==> config.mk <==
export PLATFORM = sky130hd
export DESIGN_NAME = irq_ctl3
export DESIGN_NICKNAME = d
export VERILOG_FILES = /design/src/rtl/irq_ctl3.sv
export SDC_FILE = /design/constraint.sdc
export NUM_CORES = 1
export LEC_CHECK = 0
export ABC_AREA = 1
export BUFFER_PORTS_ARGS = -buffer_cell sky130_fd_sc_hd__buf_2
export CAP_MARGIN = 0
export CORE_UTILIZATION = 30
export DETAILED_ROUTE_END_ITERATION = 8
export GPL_ROUTABILITY_DRIVEN = 1
export HOLD_SLACK_MARGIN = 0.02
export PLACE_DENSITY = 0.56
export SYNTH_ARGS = -nofsm -noshare
export SYNTH_HDL_FRONTEND = slang
export SYNTH_SLANG_ARGS = --single-unit
==> constraint.sdc <==
create_clock -name clk -period 1.4 [get_ports clk]
set_clock_uncertainty 0.1 [all_clocks]
set_input_delay 0.21 -clock clk [delete_from_list [all_inputs] [get_ports clk]]
set_output_delay 0.21 -clock clk [all_outputs]
set_load 0.02 [all_outputs]
==> src/rtl/irq_ctl3.sv <==
module irq_ctl3 #(
  parameter int VEC_W   = 12,
  parameter int CYC_LEN = 4
) (
  input  logic             clk,
  input  logic             rst_n,
  input  logic             int_pin_n,
  input  logic             tmr_ovf,
  input  logic             adc_eoc,
  input  logic             reg_we,
  input  logic [7:0]       reg_wdata,
  output logic [7:0]       reg_rdata,
  input  logic             stack_full,
  input  logic             ret_strobe,
  input  logic             reti_strobe,
  output logic             call_req,
  output logic [VEC_W-1:0] call_vec
);
  localparam int PH_W = (CYC_LEN > 1) ? $clog2(CYC_LEN) : 1;
  localparam logic [PH_W-1:0] PH_LAST = PH_W'(CYC_LEN - 1);

  logic [PH_W-1:0] phase;
  logic [2:0]      pin_sync;
  logic [2:0]      flag, en;
  logic            gie;

  logic       tick, take, pin_fall;
  logic [2:0] hw_set, act, grant, flag_base;

  assign tick     = (phase == PH_LAST);
  assign pin_fall = pin_sync[2] & ~pin_sync[1];
  assign hw_set   = {adc_eoc, tmr_ovf, pin_fall};
  assign act      = flag & en;
  assign take     = tick & gie & ~stack_full & (|act);
  assign grant    = act[0] ? 3'b001 : act[1] ? 3'b010 : act[2] ? 3'b100 : 3'b000;
  assign flag_base = reg_we ? reg_wdata[6:4] : flag;

  assign reg_rdata = {1'b0, flag, en, gie};

  always_ff @(posedge clk or negedge rst_n) begin
    if (!rst_n) begin
      phase    <= '0;
      pin_sync <= 3'b111;
      flag     <= '0;
      en       <= '0;
      gie      <= 1'b0;
      call_req <= 1'b0;
      call_vec <= '0;
    end else begin
      phase    <= tick ? '0 : phase + 1'b1;
      pin_sync <= {pin_sync[1:0], int_pin_n};
      flag     <= (flag_base & ~(take ? grant : 3'b000)) | hw_set;
      if (reg_we) en <= reg_wdata[3:1];
      if (take)             gie <= 1'b0;
      else if (reti_strobe) gie <= 1'b1;
      else if (reg_we)      gie <= reg_wdata[0];
      call_req <= take;
      if (take)
        call_vec <= grant[0] ? VEC_W'(12'h004) : grant[1] ? VEC_W'(12'h008) : VEC_W'(12'h00C);
    end
  end
endmodule


; After elaboration in Yosys (flattened, before gate mapping)
; Cells that the tools add are included.
[classes]
n_addsub = 1
n_mul = 0
div_mod_pow = 0
magnitude_cmp = 0
eq_ne = 1
shift = 0
muxes = 11
bitwise_logic = 10
reduce_logical = 2
[op_table]
columns = op, n
row1 = $mux W3, 6
row2 = $and A3 B3 Y3, 2
row3 = $and A1 B1 Y1, 4
row4 = $mux W4, 1
row5 = $mux W1, 3
row6 = $not A3 Y3, 1
row7 = $or A3 B3 Y3, 1
row8 = $reduce_bool A3 Y1, 1
row9 = $reduce_or A3 Y1, 1
row10 = $add A2 B1 Y2 const B, 1
row11 = $eq A2 B2 Y1 const B, 1
row12 = $mux W2, 1
row13 = $not A1 Y1, 2
[totals]
reg_bits = 25
latch_bits = 0
ramBits = 0
mem_bits_ro = 0
output_inout_bits = 21
wordCells = 32
mem_count = 0

; Depth between registers and ports, before layout
[logic_depth]
word_depth = 8
mapped_depth = 6

; Least setup slack after synthesis
; No wires, ideal clock.
[synth_timing]
path_kind = reg-to-reg
from = register phase[0]
to = register call_vec[2]
arrival_ns = 0.887
required_ns = 1.181
slack_ns = 0.294
path_stages_with_launch = 7
path_buffers = 0
cell_sequence = dfrtp_1 > ha_1 > nand2_2 > nor2_8 > nand2_4 > nand2_1 > o21ai_2
[synth_via]
elab_chain_len = 4
[synth_rtl]
columns = item, line
row1 = from (decl), 22  ; logic [PH_W-1:0] phase;
row2 = from (signal assigned), 50  ; phase <= tick ? '0 : phase + 1'b1;
row3 = $eq A2 B2 Y1, 30  ; assign tick = (phase == PH_LAST);
row4 = $and A1 B1 Y1 (3 in series), 34  ; assign take = tick & gie & ~stack_full & (|act);
row5 = to (signal assigned), 59  ; call_vec <= grant[0] ? VEC_W'(12'h004) : grant[1] ? VEC_W'(12'h008) : VEC_W'(12'h00C);
row6 = to (decl), 17  ; output logic [VEC_W-1:0] call_vec
; No other way between the ends.
; A chain may end at the register's enable or synchronous reset.

; Worst setup path in the final report
; Same ends and word-level chain as after synthesis.

==> metrics.yaml <==
outcome:
  status: "finished clean"
placement:
  hpwl_um: 938
  dpl-instance-area_um2: 842
  port-buffer-count: 24
  dp_slack_ns: 0.212
  routabilityCongestion: 0.669
detailed_routing:
  wl_met3_um: 82
  drc_errors: 0
  vias_per_cell: 4.01
  vias: 570
  dr_wl_met2_um: 550
  drtPass1Iterations: 3
  drt-total-wl_um: 1210
  drtIter0Drc: 9
  wl_per_cell_um: 8.53
  ant_nets: 0
  top_layer: "met4"
  drt-met1-wl_um: 559
setup_path:
  cp_data_arrival_time_ns: 1.27
  critical_path.cell_chain: "ha_1 -> nand2_2 -> nor2_8 -> nand2_4 -> nand2_1 -> o21ai_2"
  critPathSlowestCell: "dfrtp_1"
  worst-path-max-fanout: 5
  max_stage_delay_ns: 0.36
  start_kind: "register"
  r2r_setup_slack_ns: 0.22
  r2r_end: "call_vec[2]"
  r2r_start: "phase[0]"
  critPathRequiredTime_ns: 1.48
  r2r_cells: 6
  crit_start: "phase[0]"
  crit_type: "register to register"
  crit_path_end_kind: "register"
sta:
  hold_slack_ns: 0.108
  fin_ws_ns: 0.216
  rsz0062_at_grt: "no"
  fin_tns_setup_ns: 0
  hold_violations: 0
  layout_min_cycle_time_ns: 1.18
  slew_violations: 0
  fmax_mhz: 844
  setup_violations: 0
  timing.final.crit_share_pct: 84.6
floorplanning:
  die_h_um: 52.0
  die_area_um2: 2710
  ios: 38
  rows: 17
  die_w_um: 52.0
  core-area_um2: 2280
  start_util_pct: 33.0
synthesis:
  synth.yosys.seq_area_share_pct: 50.5
  ys_ff_latch: 15
  synth_cells: 82
  yosysUniqueCellTypes: 20
  avgSynthCellArea_um2: 9.16
  syn-cell-area_um2: 751
  yosysWarnings: 0
power:
  leakagePower_uw: 0.000536
  power_density_nw_per_um2: 1030
  peakVddDrop_mv: 0.587
clock_tree:
  htreeDepth: 1
  cts_buffer_depth: 2
  clock_latency_ns: 0.28
  cts_tree: "built"
  cts_sinks: 15
  clk_pin_slew_ns: 0.09
  cts_inserted_buffers: 3
  cts_root_buf: "clkbuf_4"
final_layout:
  antenna_cells: 0
  fin_nets: 133
  layout-drive-gt1-share_pct: 36.8
  fin_area_um2: 940
  area_growth_pct: 25.2
hold_path:
  hold_path_end: "flag[1]"
  holdPathStages: 5
  hold_class: "input pin to register"
  hold_path.startpoint: "reg_wdata[5]"
run:
  cap_violations: 0
global_route:
  antenna_found_initial: 0
  grt_max_degree: 16
  grt-ovfl-total: 0
  grt_pass1_vias: 516
  grt_pass1_wl_um: 2100
  grt_usage_pct: 11.2
synth_stat cells (all sizes together):
library cell / n / area [um^2]
a21oi: 1 / 5.00
a22oi: 1 / 7.51
buf: 13 / 101
conb: 1 / 3.75
dfrtp: 12 / 300
dfstp: 3 / 78.8
ha: 1 / 12.5
inv: 6 / 25.0
nand2: 36 / 150
nand3: 2 / 15.0
nor2: 4 / 33.8
o21ai: 2 / 17.5
repair_timing:
action                    CTS  global route
hold endpoints to repair   21             0
buffers inserted            0             0
gates resized for setup     0             0
hold buffers                7             0
through the flow:
stage / util, % / cells / total power [uW]
detailed placement: 37.0 / 131 / 720
global placement: 37.0 / 131 / 717
floorplan: - / 92 / 674
finish: 41.3 / 142 / 971
CTS: 41.3 / 142 / 987
global route: 41.3 / 142 / 1040
report_power, final:
part / total [uW] / switching, uW / internal (uW)
Clock: 248 / 142 / 106
Sequential: 497 / 24.1 / 473
Combinational: 225 / 144 / 80.9
Total: 971 / 311 / 660
state kept, by name, summed over array words and instances, names as in the netlist:
register	cells
call_vec	2
en	3
pin_sync	3
gie	1
call_req	1
flag	3
phase	2
cell families (layout without fill, tap and decap cells):
family	count (synthesis)	in the layout	synth area share (%)
flip-flops	15	15	50.5
buffers and inverters	19	41	16.8
other	1	11	0.500
AO/OA/AOI/OAI	4	4	4.00
AND/OR/NAND/NOR	42	42	26.5
adder cells (fa/ha/maj)	1	1	1.67
final cells by class:
| type | count | area [um^2] |
|---|---|---|
| fillers | 232 | 1340 |
| flip-flops and latches | 15 | 379 |
| multi-input cells | 58 | 283 |
| repair buffers | 31 | 190 |
| well taps | 28 | 35.0 |
| inverters | 6 | 25.0 |
| clock buffers | 3 | 22.5 |
| clock inverters | 1 | 5.00 |
routing by layer:
| layer | up-vias | global-route usage [%] |
|---|---|---|
| li1 | 290 | - |
| met1 | 248 | 13.0 |
| met2 | 28 | 17.1 |
| met3 | 4 | 3.51 |
| met4 | 0 | 8.11 |
| met5 | - | 0 |
worst max-delay path, delay by kind of cell, from the launching register on:
family | cells | cell delay, ns
AO/OA/AOI/OAI | 1 | 0.05
flip-flops | 1 | 0.36
AND/OR/NAND/NOR | 4 | 0.38
adder cells (fa/ha/maj) | 1 | 0.19
placed cells by master, fill, tap and decap left out, drive strengths merged:
master	instances
clkbuf	3
clkinv	1
conb	11
dfrtp	12
ha	1
inv	6
buf	24
nor2	4
nand3	2
o21ai	2
dfstp	3
nand2	36
a22oi	1
dlygate4sd3	7
a21oi	1
how the worst max path moves through the flow:
stage	end	depth (start not counted)
6_report	call_vec[2]	6
3_5_place_dp	call_vec[2]	6
5_1_grt	call_vec[2]	6
2_1_floorplan	call_vec[2]	6
4_1_cts	call_vec[2]	6
3_3_place_gp	call_vec[2]	6
Note: power is estimated with default switching activity, not from simulation.
